--- src/rtl/disp_serial_pkg.sv ---
package disp_serial_pkg;

  localparam int DIG_BASE = 1;

  // true when idx lies in [base, base+n)
  function automatic logic in_span(input logic [5:0] idx, input int base, input int n);
    return (int'(idx) >= base) && (int'(idx) < base + n);
  endfunction

endpackage

--- src/rtl/dsi_sync.sv ---
module dsi_sync #(
  parameter int W      = 3,
  parameter int STAGES = 2
) (
  input  logic         clk,
  input  logic         rst_n,
  input  logic [W-1:0] d,
  output logic [W-1:0] q
);
  logic [W-1:0] pipe [STAGES];

  always_ff @(posedge clk or negedge rst_n) begin
    if (!rst_n) begin
      for (int i = 0; i < STAGES; i++) pipe[i] <= '0;
    end else begin
      pipe[0] <= d;
      for (int i = 1; i < STAGES; i++) pipe[i] <= pipe[i-1];
    end
  end

  assign q = pipe[STAGES-1];
endmodule

--- src/rtl/dsi_shifter.sv ---
module dsi_shifter #(
  parameter int FRAME_W = 16,
  localparam int HALF   = FRAME_W / 2,
  localparam int CW     = $clog2(FRAME_W)
) (
  input  logic               clk,
  input  logic               rst_n,
  input  logic               scl_s,
  input  logic               sdi_s,
  input  logic               ld_s,
  input  logic [HALF-1:0]    rd_byte,
  output logic [FRAME_W-1:0] frame_o,
  output logic               frame_wr,
  output logic               frame_rd,
  output logic               sdo
);
  logic scl_d, ld_d;
  logic scl_rise, ld_rise, shift_en;
  logic [FRAME_W-1:0] shreg;
  logic [CW-1:0] cnt;
  logic full;
  logic rd_mode, sdo_r;
  logic [HALF-1:0] rdsh;

  // write: count wrapped to zero after at least one full word, direction bit clear
  function automatic logic write_ok(input logic [CW-1:0] c, input logic f, input logic dir);
    return f && (c == '0) && !dir;
  endfunction

  // read: exactly half a word, direction bit set
  function automatic logic read_ok(input logic [CW-1:0] c, input logic f, input logic dir);
    return !f && (c == CW'(HALF)) && dir;
  endfunction

  always_ff @(posedge clk or negedge rst_n) begin
    if (!rst_n) begin
      scl_d <= 1'b0;
      ld_d  <= 1'b0;
    end else begin
      scl_d <= scl_s;
      ld_d  <= ld_s;
    end
  end

  assign scl_rise = scl_s & ~scl_d;
  assign ld_rise  = ld_s & ~ld_d;
  assign shift_en = scl_rise & ~ld_s;

  always_ff @(posedge clk or negedge rst_n) begin
    if (!rst_n) begin
      shreg <= '0;
      cnt   <= '0;
      full  <= 1'b0;
    end else if (shift_en) begin
      shreg <= {shreg[FRAME_W-2:0], sdi_s};
      cnt   <= cnt + 1'b1;
      if (cnt == CW'(FRAME_W - 1)) full <= 1'b1;
    end else if (ld_s) begin
      cnt  <= '0;
      full <= 1'b0;
    end
  end

  assign frame_wr = ld_rise & write_ok(cnt, full, shreg[FRAME_W-2]);
  assign frame_rd = ld_rise & read_ok(cnt, full, shreg[HALF-2]);
  assign frame_o  = shreg;

  always_ff @(posedge clk or negedge rst_n) begin
    if (!rst_n) begin
      rd_mode <= 1'b0;
      rdsh    <= '0;
      sdo_r   <= 1'b0;
    end else if (frame_rd) begin
      rd_mode <= 1'b1;
      rdsh    <= rd_byte;
      sdo_r   <= shreg[FRAME_W-1];
    end else if (!ld_s) begin
      rd_mode <= 1'b0;
    end else if (rd_mode && scl_rise) begin
      sdo_r <= rdsh[HALF-1];
      rdsh  <= {rdsh[HALF-2:0], 1'b0};
    end
  end

  assign sdo = rd_mode ? sdo_r : shreg[FRAME_W-1];

  AST_NO_SHIFT_LD_HIGH: assert property (@(posedge clk) disable iff (!rst_n)
    ld_s |=> $stable(shreg));
  AST_ONE_KIND: assert property (@(posedge clk) disable iff (!rst_n)
    !(frame_wr && frame_rd));
  AST_READ_HOLD: assert property (@(posedge clk) disable iff (!rst_n)
    (rd_mode && ld_s && !scl_rise) |=> $stable(sdo));
endmodule

--- src/rtl/dsi_regbank.sv ---
module dsi_regbank
  import disp_serial_pkg::*;
#(
  parameter int NUM_DIG  = 8,
  parameter int DW       = 8,
  localparam int AW      = 6,
  localparam int NUM_PAIR = NUM_DIG / 2,
  localparam int DECODE  = DIG_BASE + NUM_DIG,
  localparam int GLOB    = DECODE + 1,
  localparam int SCAN    = DECODE + 2,
  localparam int SHDN    = DECODE + 3,
  localparam int FEAT    = DECODE + 5,
  localparam int TEST    = DECODE + 6,
  localparam int PAIR_BASE = TEST + 1,
  localparam int DIAG_BASE = PAIR_BASE + NUM_PAIR
) (
  input  logic                   clk,
  input  logic                   rst_n,
  input  logic                   wr_fire,
  input  logic [AW-1:0]          wr_idx,
  input  logic [DW-1:0]          wr_data,
  input  logic [AW-1:0]          rd_idx,
  input  logic [NUM_DIG*DW-1:0]  diag_i,
  output logic [DW-1:0]          rd_byte,
  output logic                   wr_stb,
  output logic [NUM_DIG*DW-1:0]  dig_flat,
  output logic [NUM_PAIR*DW-1:0] pair_flat,
  output logic [DW-1:0]          dec_q,
  output logic [DW-1:0]          glob_q,
  output logic [DW-1:0]          scan_q,
  output logic [DW-1:0]          shdn_q,
  output logic [DW-1:0]          feat_q,
  output logic [DW-1:0]          test_q
);
  logic writable;
  logic [(NUM_DIG+NUM_PAIR+6)*DW-1:0] all_q;

  assign writable = in_span(wr_idx, DIG_BASE, NUM_DIG) || in_span(wr_idx, DECODE, 4)
                 || in_span(wr_idx, FEAT, 2 + NUM_PAIR);

  for (genvar g = 0; g < NUM_DIG; g++) begin : g_dig
    logic [DW-1:0] q;
    always_ff @(posedge clk or negedge rst_n) begin
      if (!rst_n) q <= '0;
      else if (wr_fire && wr_idx == AW'(DIG_BASE + g)) q <= wr_data;
    end
    assign dig_flat[g*DW +: DW] = q;
  end

  for (genvar p = 0; p < NUM_PAIR; p++) begin : g_pair
    logic [DW-1:0] q;
    always_ff @(posedge clk or negedge rst_n) begin
      if (!rst_n) q <= '0;
      else if (wr_fire && wr_idx == AW'(GLOB)) q <= {2{wr_data[DW/2-1:0]}};
      else if (wr_fire && wr_idx == AW'(PAIR_BASE + p)) q <= wr_data;
    end
    assign pair_flat[p*DW +: DW] = q;
  end

  always_ff @(posedge clk or negedge rst_n) begin
    if (!rst_n) begin
      dec_q  <= '0;
      glob_q <= '0;
      scan_q <= '0;
      shdn_q <= '0;
      feat_q <= '0;
      test_q <= '0;
      wr_stb <= 1'b0;
    end else begin
      wr_stb <= wr_fire && writable;
      if (wr_fire) begin
        if (wr_idx == AW'(DECODE)) dec_q  <= wr_data;
        if (wr_idx == AW'(GLOB))   glob_q <= wr_data;
        if (wr_idx == AW'(SCAN))   scan_q <= wr_data;
        if (wr_idx == AW'(SHDN))   shdn_q <= wr_data;
        if (wr_idx == AW'(FEAT))   feat_q <= wr_data;
        if (wr_idx == AW'(TEST))   test_q <= wr_data;
      end
    end
  end

  always_comb begin
    rd_byte = '0;
    for (int i = 0; i < NUM_DIG; i++) begin
      if (rd_idx == AW'(DIG_BASE + i))  rd_byte = dig_flat[i*DW +: DW];
      if (rd_idx == AW'(DIAG_BASE + i)) rd_byte = diag_i[i*DW +: DW];
    end
    for (int i = 0; i < NUM_PAIR; i++)
      if (rd_idx == AW'(PAIR_BASE + i)) rd_byte = pair_flat[i*DW +: DW];
    if (rd_idx == AW'(DECODE)) rd_byte = dec_q;
    if (rd_idx == AW'(GLOB))   rd_byte = glob_q;
    if (rd_idx == AW'(SCAN))   rd_byte = scan_q;
    if (rd_idx == AW'(SHDN))   rd_byte = shdn_q;
    if (rd_idx == AW'(FEAT))   rd_byte = feat_q;
    if (rd_idx == AW'(TEST))   rd_byte = test_q;
  end

  assign all_q = {dig_flat, pair_flat, dec_q, glob_q, scan_q, shdn_q, feat_q, test_q};

  AST_NOOP_KEEPS: assert property (@(posedge clk) disable iff (!rst_n)
    (wr_fire && wr_idx == '0) |=> $stable(all_q));
  AST_IGNORED_WRITE: assert property (@(posedge clk) disable iff (!rst_n)
    (wr_fire && !writable) |=> $stable(all_q));
  AST_GLOBAL_FANOUT: assert property (@(posedge clk) disable iff (!rst_n)
    (wr_fire && wr_idx == AW'(GLOB)) |=>
      (g_pair[0].q == {2{$past(wr_data[DW/2-1:0])}}) &&
      (g_pair[NUM_PAIR-1].q == {2{$past(wr_data[DW/2-1:0])}}));
  AST_STB_PULSE: assert property (@(posedge clk) disable iff (!rst_n)
    wr_stb |=> !wr_stb);
endmodule

--- src/rtl/disp_serial_if.sv ---
module disp_serial_if #(
  parameter int FRAME_W = 16,
  parameter int NUM_DIG = 8,
  parameter int SYNC_STAGES = 2,
  localparam int DW = FRAME_W / 2,
  localparam int AW = DW - 2,
  localparam int NUM_PAIR = NUM_DIG / 2
) (
  input  logic                   clk,
  input  logic                   rst_n,
  input  logic                   scl_i,
  input  logic                   sdi_i,
  input  logic                   ld_i,
  input  logic [NUM_DIG*DW-1:0]  diag_i,
  output logic                   sdo_o,
  output logic                   wr_stb_o,
  output logic [NUM_DIG*DW-1:0]  digit_o,
  output logic [DW-1:0]          decode_o,
  output logic [DW-1:0]          glob_int_o,
  output logic [DW-1:0]          scan_o,
  output logic [DW-1:0]          shdn_o,
  output logic [DW-1:0]          feature_o,
  output logic [DW-1:0]          test_o,
  output logic [NUM_PAIR*DW-1:0] pair_int_o
);
  logic scl_s, sdi_s, ld_s;
  logic [FRAME_W-1:0] frame;
  logic frame_wr, frame_rd;
  logic [DW-1:0] rd_byte;
  logic unused_bits;

  dsi_sync #(.W(3), .STAGES(SYNC_STAGES)) u_sync (
    .clk(clk), .rst_n(rst_n),
    .d({scl_i, sdi_i, ld_i}),
    .q({scl_s, sdi_s, ld_s})
  );

  dsi_shifter #(.FRAME_W(FRAME_W)) u_shift (
    .clk(clk), .rst_n(rst_n),
    .scl_s(scl_s), .sdi_s(sdi_s), .ld_s(ld_s),
    .rd_byte(rd_byte),
    .frame_o(frame), .frame_wr(frame_wr), .frame_rd(frame_rd),
    .sdo(sdo_o)
  );

  dsi_regbank #(.NUM_DIG(NUM_DIG), .DW(DW)) u_bank (
    .clk(clk), .rst_n(rst_n),
    .wr_fire(frame_wr),
    .wr_idx(frame[DW +: AW]),
    .wr_data(frame[DW-1:0]),
    .rd_idx(frame[AW-1:0]),
    .diag_i(diag_i),
    .rd_byte(rd_byte),
    .wr_stb(wr_stb_o),
    .dig_flat(digit_o),
    .pair_flat(pair_int_o),
    .dec_q(decode_o),
    .glob_q(glob_int_o),
    .scan_q(scan_o),
    .shdn_q(shdn_o),
    .feat_q(feature_o),
    .test_q(test_o)
  );

  assign unused_bits = ^frame[FRAME_W-1:FRAME_W-2];

  AST_SDO_KNOWN: assert property (@(posedge clk) disable iff (!rst_n)
    !$isunknown(sdo_o));
  AST_READ_NO_STB: assert property (@(posedge clk) disable iff (!rst_n)
    frame_rd |=> !wr_stb_o);
endmodule

--- config.mk ---
export PLATFORM = sky130hd
export DESIGN_NAME = disp_serial_if
export DESIGN_NICKNAME = d
export VERILOG_FILES = /design/src/rtl/disp_serial_pkg.sv /design/src/rtl/dsi_sync.sv /design/src/rtl/dsi_shifter.sv /design/src/rtl/dsi_regbank.sv /design/src/rtl/disp_serial_if.sv
export SDC_FILE = /design/constraint.sdc
export NUM_CORES = 1
export LEC_CHECK = 0
export BUFFER_PORTS_ARGS = -buffer_cell sky130_fd_sc_hd__clkbuf_2
export CAP_MARGIN = 20
export CORE_ASPECT_RATIO = 0.6
export CORE_MARGIN = 2
export CORE_UTILIZATION = 40
export CTS_CLUSTER_DIAMETER = 40
export DETAILED_ROUTE_END_ITERATION = 6
export SYNTH_ARGS = -nofsm -noshare
export SYNTH_HDL_FRONTEND = slang
export SYNTH_SLANG_ARGS = --single-unit
--- constraint.sdc ---
create_clock -name clk -period 2.5 [get_ports clk]
set_clock_uncertainty 0.05 [all_clocks]
set_input_delay 0 -clock clk [delete_from_list [all_inputs] [get_ports clk]]
set_output_delay 0 -clock clk [all_outputs]
set_load 0.1 [all_outputs]
=== Word level (Yosys, flattened, before mapping) ===
Cells that the tools add are included.

* Reductions and logical operators: 42
* Bitwise gates (word level): 8
* Mux-type cells: 48
* Eq/ne operators: 48
* Add/subtract/negate cells: 1
* Magnitude comparators: 6

{| class="wikitable"
|+ Operator list
! operator !! count
|-
| 8-bit two-way mux || 37
|-
| 6-bit by 5-bit equality test with 1-bit output (second input constant) || 16
|-
| 6-bit by 4-bit equality test with 1-bit output (second input constant) || 14
|-
| 6-bit by 3-bit equality test with 1-bit output (second input constant) || 8
|-
| 6-bit by 2-bit equality test with 1-bit output (second input constant) || 4
|-
| 1-bit logical AND || 22
|-
| 2-bit AND reduction || 8
|-
| 2-bit nonzero test || 7
|-
| 6-bit by 1-bit equality test with 1-bit output (second input constant) || 2
|-
| 6-bit by 4-bit greater-or-equal comparator with 1-bit output (second input constant) || 2
|-
| 6-bit by 4-bit < comparator with 1-bit output (second input constant) || 2
|-
| 1-bit two-way mux || 9
|-
| 4-bit equality test (second input constant) || 2
|-
| 4-bit two-way mux || 2
|-
| 6-bit by 1-bit greater-or-equal comparator with 1-bit output (second input constant) || 1
|-
| 6-bit by 5-bit < comparator with 1-bit output (second input constant) || 1
|-
| 1-bit bitwise AND || 5
|-
| 4-bit by 1-bit adder with 4-bit output (second input constant) || 1
|-
| 4-bit zero test || 1
|-
| 2-bit inequality test (second input constant) || 2
|-
| 1-bit NOT || 3
|-
| 1-bit zero test || 2
|-
| 1-bit logical OR || 2
|}

* Register bits: 184
* Output and inout port bits: 146
* Logic and storage cells: 182

=== Depth between registers and ports, before layout ===
Gate-level depths: netlist of run 1.

* Depth after elaboration: 28
* Mapped depth: 10
* Mapped depth without buffers: 8

=== By module ===
A second synthesis of run 1 with hierarchy kept.

* Cells, all modules: 777
* Area, all modules: 9203.8 um^2

{| class="wikitable"
|+ By module, submodules not included
! module !! cells an instance !! area each (um^2) !! times used
|-
| dsi_regbank || 666 || 7552.2 || 1
|-
| dsi_shifter || 102 || 1478.9 || 1
|-
| dsi_sync || 9 || 172.7 || 1
|}

=== Least setup slack after synthesis of run 1 ===
Ideal clock, no wire load.

* Path kind: register to register
* Start point: register u_bank.g_pair[2].q[3]
* End point: register u_shift.rdsh[3]
* Buffers on the path: 0
* Cell stages (with the launch flop): 7
* Arrival time: 2.164 ns
* Path slack: 0.152 ns
* Period minus slack after synthesis: 2.348 ns
* Required time: 2.316 ns
* Cell sequence: dfrtp_1 -> or3b_2 -> a21oi_4 -> nor4_1 -> o2111a_1 -> a2111oi_2 -> o32ai_1

* Longest elaborated chain between the ends: 9

{| class="wikitable"
|+ Ends and longest elaborated chain
! what !! line !! source
|-
| start: declaration || dsi_regbank.sv:51 || <nowiki>logic [DW-1:0] q;</nowiki>
|-
| start signal: assignment || dsi_regbank.sv:54 || <nowiki>else if (wr_fire && wr_idx == AW'(GLOB)) q <= {2{wr_data[DW/2-1:0]}};</nowiki>
|-
| start signal: assignment || dsi_regbank.sv:55 || <nowiki>else if (wr_fire && wr_idx == AW'(PAIR_BASE + p)) q <= wr_data;</nowiki>
|-
| 8-bit two-way mux (2 in a row) || dsi_regbank.sv:89 || <nowiki>if (rd_idx == AW'(PAIR_BASE + i)) rd_byte = pair_flat[i*DW +: DW];</nowiki>
|-
| 8-bit two-way mux || dsi_regbank.sv:90 || <nowiki>if (rd_idx == AW'(DECODE)) rd_byte = dec_q;</nowiki>
|-
| 8-bit two-way mux || dsi_regbank.sv:91 || <nowiki>if (rd_idx == AW'(GLOB)) rd_byte = glob_q;</nowiki>
|-
| 8-bit two-way mux || dsi_regbank.sv:92 || <nowiki>if (rd_idx == AW'(SCAN)) rd_byte = scan_q;</nowiki>
|-
| 8-bit two-way mux || dsi_regbank.sv:93 || <nowiki>if (rd_idx == AW'(SHDN)) rd_byte = shdn_q;</nowiki>
|-
| 8-bit two-way mux || dsi_regbank.sv:94 || <nowiki>if (rd_idx == AW'(FEAT)) rd_byte = feat_q;</nowiki>
|-
| 8-bit two-way mux || dsi_regbank.sv:95 || <nowiki>if (rd_idx == AW'(TEST)) rd_byte = test_q;</nowiki>
|-
| 8-bit two-way mux || dsi_shifter.sv:73 || <nowiki>end else if (frame_rd) begin</nowiki>
|-
| end signal: assignment || dsi_shifter.sv:75 || <nowiki>rdsh <= rd_byte;</nowiki>
|-
| end signal: assignment || dsi_shifter.sv:81 || <nowiki>rdsh <= {rdsh[HALF-2:0], 1'b0};</nowiki>
|-
| end: declaration || dsi_shifter.sv:23 || <nowiki>logic [HALF-1:0] rdsh;</nowiki>
|}

No other way between the ends.
A chain may end at the register's enable or synchronous reset.

=== Final worst setup path of run 1 ===
* Start point: register u_shift.shreg[2], in the netlist u_shift.frame_o[2]
* End point: register u_shift.rdsh[3]

* Longest elaborated chain between the ends: 28
* Elaborated cells between the ends (all ways): 53

{| class="wikitable"
|+ Ends and longest elaborated chain
! what !! line !! source
|-
| start: declaration || dsi_shifter.sv:19 || <nowiki>logic [FRAME_W-1:0] shreg;</nowiki>
|-
| start signal: assignment || dsi_shifter.sv:55 || <nowiki>shreg <= {shreg[FRAME_W-2:0], sdi_s};</nowiki>
|-
| 6-bit by 1-bit equality test with 1-bit output || dsi_regbank.sv:85 || <nowiki>if (rd_idx == AW'(DIG_BASE + i)) rd_byte = dig_flat[i*DW +: DW];</nowiki>
|-
| 8-bit two-way mux || dsi_regbank.sv:85 ||
|-
| 8-bit two-way mux || dsi_regbank.sv:86 || <nowiki>if (rd_idx == AW'(DIAG_BASE + i)) rd_byte = diag_i[i*DW +: DW];</nowiki>
|-
| 8-bit two-way mux || dsi_regbank.sv:85 ||
|-
| 8-bit two-way mux || dsi_regbank.sv:86 ||
|-
| 8-bit two-way mux || dsi_regbank.sv:85 ||
|-
| 8-bit two-way mux || dsi_regbank.sv:86 ||
|-
| 8-bit two-way mux || dsi_regbank.sv:85 ||
|-
| [9 not listed] || -- ||
|-
| 8-bit two-way mux (4 in a row) || dsi_regbank.sv:89 ||
|-
| 8-bit two-way mux || dsi_regbank.sv:90 ||
|-
| 8-bit two-way mux || dsi_regbank.sv:91 ||
|-
| 8-bit two-way mux || dsi_regbank.sv:92 ||
|-
| 8-bit two-way mux || dsi_regbank.sv:93 ||
|-
| 8-bit two-way mux || dsi_regbank.sv:94 ||
|-
| 8-bit two-way mux * || dsi_regbank.sv:95 ||
|-
| 8-bit two-way mux * || dsi_shifter.sv:73 ||
|}

Mark *: on every way between the ends. The rest lies on a longest branch, timed or not.

==> results.yml, run 1 <==
status:
  run_status: "finished clean"
setup_path:
  cpMostUsedCell: "sky130_fd_sc_hd__buf_6"
  sort_of_element_at_the_start_of_the_critical_path: "register"
  critPathMaxFanout: 6
  critPathKind: "reg -> reg"
  cp_slowest_cell: "sky130_fd_sc_hd__dfrtp_2"
  critical-path-max-stage-delay_ns: 0.46
  timing.critical_path.buf_inv: 3
  arrival_ns: 2.75
  required_ns: 2.78
  cpLargestDelayFamily: "simple AND/OR/NAND/NOR gates"
  endpoint_kind: "register"
  cp_cell_sequence: "buf_6, or4b_4, buf_6, nor2_4, or3_4, nand3b_1, a2111oi_4, buf_4, o32ai_1"
detailed_routing:
  avgRoutedWirePerCell_um: 25.6
  drt-initial-drc-count: 1070
  route.final.wire_length_mm: 39.9
  remaining_antenna_violation_count_after_routing: 0
  vias_per_cell: 5.85
  via_count: 9087
  drt_drc_violations_left: 0
  detailedRoute.firstPassIterationCount: 6
synthesis:
  synth-async-reset-ratio_pct: 100
  yosys.area_share.adder_pct: 0.264
  post_synth_inst_count: 867
  netlist_top_cells_count: "184 x sky130_fd_sc_hd__dfrtp_1, 147 x sky130_fd_sc_hd__mux2_2, 70 x sky130_fd_sc_hd__nand2_1, 55 x sky130_fd_sc_hd__o21ai_0, 51 x sky130_fd_sc_hd__nor2_1"
  synthesis.nets: 938
  synthesis.area_mm2: 0.00949
  ys_seq_elements: 184
  synth.distinct_cells: 85
  synth.top_cells.by_area: "sky130_fd_sc_hd__dfrtp_1 48%, sky130_fd_sc_hd__mux2_2 17%, sky130_fd_sc_hd__o21ai_0 2.9%"
  synth.yosys.warnings: 0
  synth-xor-area-share_pct: 0.369
  largest_family_of_logic_cells_by_synthesized_area: "multiplexers"
  muxShareOfSynthArea_pct: 18.6
  post-synth-top-count-cell: "sky130_fd_sc_hd__dfrtp_1"
  synth-edff-count: 0
  netlist.area_leader.share_pct: 48.5
  synth.largest_area_cell: "sky130_fd_sc_hd__dfrtp_1"
  synthSimpleGateAreaFrac_pct: 14.6
  ys_seq_area_share_pct: 48.5
  syn_area_per_cell_um2: 11.0
  synth_top_flop_cell: "sky130_fd_sc_hd__dfrtp_1"
  synth_compound_area_share_pct: 14.1
power:
  p_sw_mw: 3.71
  leakage_nw: 6.53
  pwr-share-clk_pct: 29.1
  irDropWorstVdd_uv: 636
  totalPowerFinal_mw: 9.72
  power.internal_mw: 6.02
  power.sequential.fraction_pct: 33.3
  powerDensity_mw_per_mm2: 743
  power.share.combinational_pct: 37.6
  sw_share_pct: 38.1
sta:
  fin_crit_sh_pct: 99.0
  achievable-frequency_ghz: 0.404
  whs_ns: 0.00442
  setup_violating_endpoint_count_in_the_final_report: 0
  post_layout_worst_setup_margin_ns: 0.0243
  maxSlewViolCount: 0
  grt_setup_unrepaired: "true"
  timing_hold_violations_final: 0
  timing.slew.headroom_pct: 58.2
  tightestPinTransition_ns: 0.624
  min_period_ns: 2.48
clock_network:
  clkTransAtPathRegs_ns: 0.08
  buffer_levels_on_the_longest_clock_path: 2
  tritoncts: "built"
  clk_latency_ns: 0.46
  clock_tree.htree_level_count: 4
  cts_root_buf: "sky130_fd_sc_hd__clkbuf_16"
  cts-buffers-inserted: 17
  clock_sinks: 184
floorplan:
  floorplan.die_area_mm2: 0.0250
  die_height_um: 123
  number_of_top_level_pins: 215
  placement_rows: 43
  floorplan.core_area_mm2: 0.0232
  die_w_um: 203
  start_util_pct: 40.9
placement:
  pre_cts_slack_ns: -0.179
  gp_routability_congestion: 1.02
  io_buffers: 214
  post-dp-hpwl_mm: 30.8
cells_and_area:
  antennaDiodeCount: 0
  num-nets-final: 1297
  area_delta_synth_final_pct: 37.9
  drive_above_1_share_pct: 51.3
  fillerInstances: 2069
global_routing:
  grt_max_degree: 65
  overflow: 0
  number_of_global_route_vias_before_repair: 8741
  grt_pass1_wl_mm: 57.7
  antenna_found_initial: 0
  grt_usage_pct: 32.0
flow_run:
  max_cap_violations: 0
worst_hold_path:
  min_path_type: "in -> reg"
[registers in the layout (all words and copies together), names as in the netlist]
| signal | count |
|---|---|
| u_bank.dec_q | 8 |
| u_bank.feat_q | 8 |
| u_bank.g_dig.q | 64 |
| u_bank.g_pair.q | 32 |
| u_bank.glob_q | 8 |
| u_bank.scan_q | 8 |
| u_bank.shdn_q | 8 |
| u_bank.test_q | 8 |
| u_bank.wr_stb | 1 |
| u_shift.cnt | 4 |
| u_shift.frame_o | 16 |
| u_shift.full | 1 |
| u_shift.ld_d | 1 |
| u_shift.rd_mode | 1 |
| u_shift.rdsh | 8 |
| u_shift.scl_d | 1 |
| u_shift.sdo_r | 1 |
| u_sync.pipe | 3 |
| u_sync.q | 3 |
[timing repair]
action | 4_1_cts | 5_1_grt
endpoints found under the setup margin | 7 | 24
pin swaps | 1 | 11
hold buffers | 7 | 0
resized for setup | 13 | 59
setup buffers | 5 | 13
endpoints found under the hold margin | 190 | 0
[per-layer routing]
layer	GRT usage (%)	wire [um]	part of all wire (%)
met1	48.4	18600	47
met4	7.57	530	1.3
met3	9.28	4100	10
met2	44.8	16600	42
met5	0	0	0
[layout make-up]
type	instances	area, um^2	share of cell area, %
multi-input cells	612	4790	36.6
clock inverters	15	193	1.47
flip-flops and latches	184	4610	35.2
clock buffers	17	425	3.25
well taps	315	394	3.01
repair buffers	402	2650	20.2
inverters	9	33.8	0.258
[power groups by stage]
stage	Sequential [mW]	Combinational (mW)	Clock (mW)
finish	3.24	3.66	2.83
global route	3.25	3.82	2.98
CTS	3.24	3.25	2.85
detailed placement	3.30	3.14	0
global placement	3.29	3.16	0
floorplan	3.15	1.56	0
[through the flow]
step / cells / instance area (um^2) / util [%] / setup TNS (ns)
5_1_grt: 1554 / 13100 / 56.5 / -0.0744
6_report: 1554 / 13100 / 56.5 / 0
2_1_floorplan: 867 / 9490 / - / 0
3_5_place_dp: 1497 / 12000 / 51.7 / -0.579
4_1_cts: 1541 / 12800 / 55.1 / -0.0131
3_3_place_gp: 1497 / 12000 / 51.7 / -0.446
[worst paths after layout]
kind	from	slack, ns	depth (start not counted)	endpoint
max	u_shift.frame_o[2]$_DFFE_PN0P_	0.02	9	u_shift.rdsh[3]$_DFFE_PN0P_
min	diag_i[60]	0.004	5	u_shift.rdsh[4]$_DFFE_PN0P_
max reg2reg	u_shift.frame_o[2]$_DFFE_PN0P_	0.02	9	u_shift.rdsh[3]$_DFFE_PN0P_
min reg2reg	u_sync.pipe[3]$_DFF_PN0_	0.31	0	u_sync.q[0]$_DFF_PN0_
max in group asynchronous	rst_n	1.61	3	u_shift.frame_o[1]$_DFFE_PN0P_
min in group asynchronous	rst_n	0.02	2	u_bank.g_dig[0].q[0]$_DFFE_PN0P_
[cells in the final DEF, fill, tap and decap left out, types with 4 or more instances in the layout]
master / count
sky130_fd_sc_hd__a21oi_1: 33
sky130_fd_sc_hd__a221o_1: 4
sky130_fd_sc_hd__a221oi_1: 8
sky130_fd_sc_hd__a221oi_2: 4
sky130_fd_sc_hd__a22oi_1: 11
sky130_fd_sc_hd__a31oi_1: 6
sky130_fd_sc_hd__and3_1: 21
sky130_fd_sc_hd__buf_12: 8
sky130_fd_sc_hd__buf_4: 162
sky130_fd_sc_hd__buf_6: 12
sky130_fd_sc_hd__clkbuf_16: 17
sky130_fd_sc_hd__clkbuf_2: 213
sky130_fd_sc_hd__clkinv_8: 6
sky130_fd_sc_hd__dfrtp_1: 178
sky130_fd_sc_hd__dfrtp_2: 6
sky130_fd_sc_hd__dlygate4sd3_1: 7
sky130_fd_sc_hd__inv_1: 9
sky130_fd_sc_hd__inv_8: 4
sky130_fd_sc_hd__mux2_2: 146
sky130_fd_sc_hd__mux2i_1: 7
sky130_fd_sc_hd__nand2_1: 66
sky130_fd_sc_hd__nand2_2: 4
sky130_fd_sc_hd__nand2b_1: 7
sky130_fd_sc_hd__nand3_1: 19
sky130_fd_sc_hd__nand4_1: 4
sky130_fd_sc_hd__nor2_1: 49
sky130_fd_sc_hd__nor2_4: 8
sky130_fd_sc_hd__nor2b_1: 9
sky130_fd_sc_hd__nor3_1: 11
sky130_fd_sc_hd__nor3b_1: 5
sky130_fd_sc_hd__o211ai_1: 5
sky130_fd_sc_hd__o21ai_0: 53
sky130_fd_sc_hd__o221ai_1: 4
sky130_fd_sc_hd__o22ai_1: 13
sky130_fd_sc_hd__or4b_4: 4
[logic make-up (layout without fill, tap and decap cells)]
family                     after synthesis  in the layout
buffers and inverters                   71            443
adders and majority gates                2              2
xor gates and xnor gates                 4              4
AOI/OAI and AO/OA                      199            199
DFF                                    184            184
muxes                                  156            156
and+or+nand+nor                        251            251
[tightest hold or removal path, stage by stage]
cell and delay, ns:
sky130_fd_sc_hd__clkbuf_2 0.09, sky130_fd_sc_hd__o22ai_1 0.11, sky130_fd_sc_hd__nor2_1 0.06, sky130_fd_sc_hd__nand3_1 0.11, sky130_fd_sc_hd__o21ai_0 0.08
(Power assumes the default switching activity.)
==> run 2, diff against run 1 <==
--- a/config.mk
+++ b/config.mk
@@ -9,9 +9,11 @@
 export CAP_MARGIN = 20
 export CORE_ASPECT_RATIO = 0.6
 export CORE_MARGIN = 2
-export CORE_UTILIZATION = 40
+export CORE_UTILIZATION = 45
 export CTS_CLUSTER_DIAMETER = 40
+export CTS_CLUSTER_SIZE = 16
 export DETAILED_ROUTE_END_ITERATION = 6
+export PLACE_DENSITY = 0.68
 export SYNTH_ARGS = -nofsm -noshare
 export SYNTH_HDL_FRONTEND = slang
 export SYNTH_SLANG_ARGS = --single-unit
==> run 2 against run 1 <==
Clock power up 1%. Combinational power is 1% lower. First-iteration DRC count is 23% lower. Hold slack improved by 0.026 ns. Register-to-register slack got worse by 0.02 ns. Critical path depth fell by 1. Wire length down 8.4%. Sequential share of layout area rose by 0.80 points. Worst setup slack worse by 0.020 ns. Critical path type unchanged.
==> results.yml, run 2 (synthesis results as in run 1) <==
placement:
  placed_standard_cell_area_mm2: 0.0118
  io_buffers: 214
  post-dp-hpwl_mm: 27.9
  dp_cells: 1443
  gp_routability_congestion: 0.969
floorplan:
  placement_rows: 41
  die_height_um: 117
  number_of_top_level_pins: 215
  floorplan.core_area_mm2: 0.0209
  start_util_pct: 45.5
  floorplan.die_area_mm2: 0.0223
  die_w_um: 192
cells_and_area:
  antennaDiodeCount: 0
  layout.cells.non_filler: 1492
  max_flop_register: "u_bank.g_dig.q"
  max_reg_flops: 64
  design_area_mm2: 0.0128
  layout.cells.most_common: "sky130_fd_sc_hd__clkbuf_2"
  final_cell_mix: "213 x sky130_fd_sc_hd__clkbuf_2, 180 x sky130_fd_sc_hd__dfrtp_1, 147 x sky130_fd_sc_hd__mux2_2, 142 x sky130_fd_sc_hd__buf_4, 68 x sky130_fd_sc_hd__nand2_1"
  drive_above_1_share_pct: 50.0
  num-nets-final: 1271
  area_delta_synth_final_pct: 34.8
sta:
  fin_crit_sh_pct: 99.8
  timing_hold_violations_final: 0
  min_period_ns: 2.50
  maxSlewViolCount: 0
  achievable-frequency_ghz: 0.401
  timing.slew.headroom_pct: 34.4
  whs_ns: 0.0308
  tightestPinTransition_ns: 0.978
  setup_violating_endpoint_count_in_the_final_report: 0
power:
  power.share.combinational_pct: 37.5
  irDropWorstVdd_uv: 706
  p_sw_mw: 3.45
  leakage_nw: 6.41
  power.sequential.fraction_pct: 32.7
  totalPowerFinal_mw: 9.63
  sw_share_pct: 35.9
  power.internal_mw: 6.18
  pwr-share-clk_pct: 29.8
  powerDensity_mw_per_mm2: 752
detailed_routing:
  route.final.wire_length_mm: 36.5
  drt-initial-drc-count: 819
  avgRoutedWirePerCell_um: 24.5
  vias_per_cell: 6.10
  drt_drc_violations_left: 0
  via_count: 9100
  remaining_antenna_violation_count_after_routing: 0
  detailedRoute.firstPassIterationCount: 6
global_routing:
  grt_max_degree: 67
  grt_usage_pct: 33.1
  top_usage_layer: "met1"
  grt_use_met1_pct: 50.9
  number_of_global_route_vias_before_repair: 8511
  antenna_found_initial: 0
  use_met3_pct: 9.34
  grt_pass1_wl_mm: 53.3
  overflow: 0
  grt.met2_usage_pct: 45.4
setup_path:
  required_ns: 2.82
  critical-path-max-stage-delay_ns: 0.47
  cp_cell_sequence: "buf_4, or4b_1, buf_4, nor3_1, nor4_1, o41ai_2, a221o_1, a21oi_2"
  regToRegSetupSlack_ns: 0.004
  timing.critical_path.buf_inv: 2
  cp_slowest_cell: "sky130_fd_sc_hd__nor4_1"
  cpLargestDelayFamily: "compound AO/OA/AOI/OAI gates"
  cpMostUsedCell: "sky130_fd_sc_hd__buf_4"
  critPathKind: "reg -> reg"
  sort_of_element_at_the_start_of_the_critical_path: "register"
  arrival_ns: 2.81
  critPathMaxFanout: 5
  endpoint_kind: "register"
flow_run:
  max_cap_violations: 0
clock_network:
  clock_sinks: 184
  clock_tree.htree_level_count: 4
  cts_root_buf: "sky130_fd_sc_hd__clkbuf_16"
  buffer_levels_on_the_longest_clock_path: 2
  tritoncts: "built"
  cts-buffers-inserted: 17
  clk_latency_ns: 0.44
  clkTransAtPathRegs_ns: 0.07
status:
  run_status: "finished clean"
worst_hold_path:
  min_path_type: "in -> reg"
[run 2: per-stage QoR]
stage	setup WS (ns)	utilization, %	setup TNS [ns]
after detailed placement	-0.276	56.5	-0.469
after global routing	-0.0391	61.3	-0.0391
after CTS	0.000358	60.0	0
after global placement	-0.254	56.5	-0.459
final	0.00401	61.3	0
after floorplan	0.152	-	0
[run 2: path summary, 6_finish.rpt]
check | cells after the start | end | from
worst max-delay path | 8 | u_shift.rdsh[6]$_DFFE_PN0P_ | u_shift.frame_o[1]$_DFFE_PN0P_
worst min-delay path | 4 | u_shift.rdsh[0]$_DFFE_PN0P_ | diag_i[56]
worst max register to register | 8 | u_shift.rdsh[6]$_DFFE_PN0P_ | u_shift.frame_o[1]$_DFFE_PN0P_
worst min register to register | 0 | u_sync.q[2]$_DFF_PN0_ | u_sync.pipe[5]$_DFF_PN0_
max in group asynchronous | 3 | u_bank.g_dig[6].q[0]$_DFFE_PN0P_ | rst_n
min in group asynchronous | 2 | u_sync.pipe[3]$_DFF_PN0_ | rst_n
[run 2: worst min-delay path, delay by kind of cell]
family          cells  cell delay (ns)
buf+inv             1             0.10
compound gates      2             0.24
simple gates        1             0.14
[run 2: timing repair]
action,CTS,global route
endpoints found under the setup margin,4,44
resized for setup,14,40
pin swaps,2,11
setup buffers,1,10
hold buffers,6,0
endpoints found under the hold margin,69,0
[run 2: layout make-up]
type / count / area (um^2)
multi-input combinational: 612 / 4770
fill: 1788 / 8080
clock buffer: 20 / 467
timing repair buffer: 376 / 2420
tap: 279 / 349
clock inverter: 12 / 148
inverter: 9 / 33.8
sequential: 184 / 4610
[run 2: power by group through the flow]
| stage | clock network [mW] | logic (mW) | registers, mW |
|---|---|---|---|
| 6_report | 2.87 | 3.61 | 3.15 |
| 5_1_grt | 3.02 | 3.75 | 3.15 |
| 4_1_cts | 2.89 | 3.24 | 3.14 |
| 3_5_place_dp | 0 | 3.16 | 3.20 |
| 3_3_place_gp | 0 | 3.16 | 3.18 |
| 2_1_floorplan | 0 | 1.56 | 3.15 |
[run 2: layer usage]
metal / share of wire [%] / vias up
met3: 11 / 63
met1: 46 / 4579
li1: - / 3911
met2: 41 / 547
met4: 1.9 / 0
met5: 0 / -
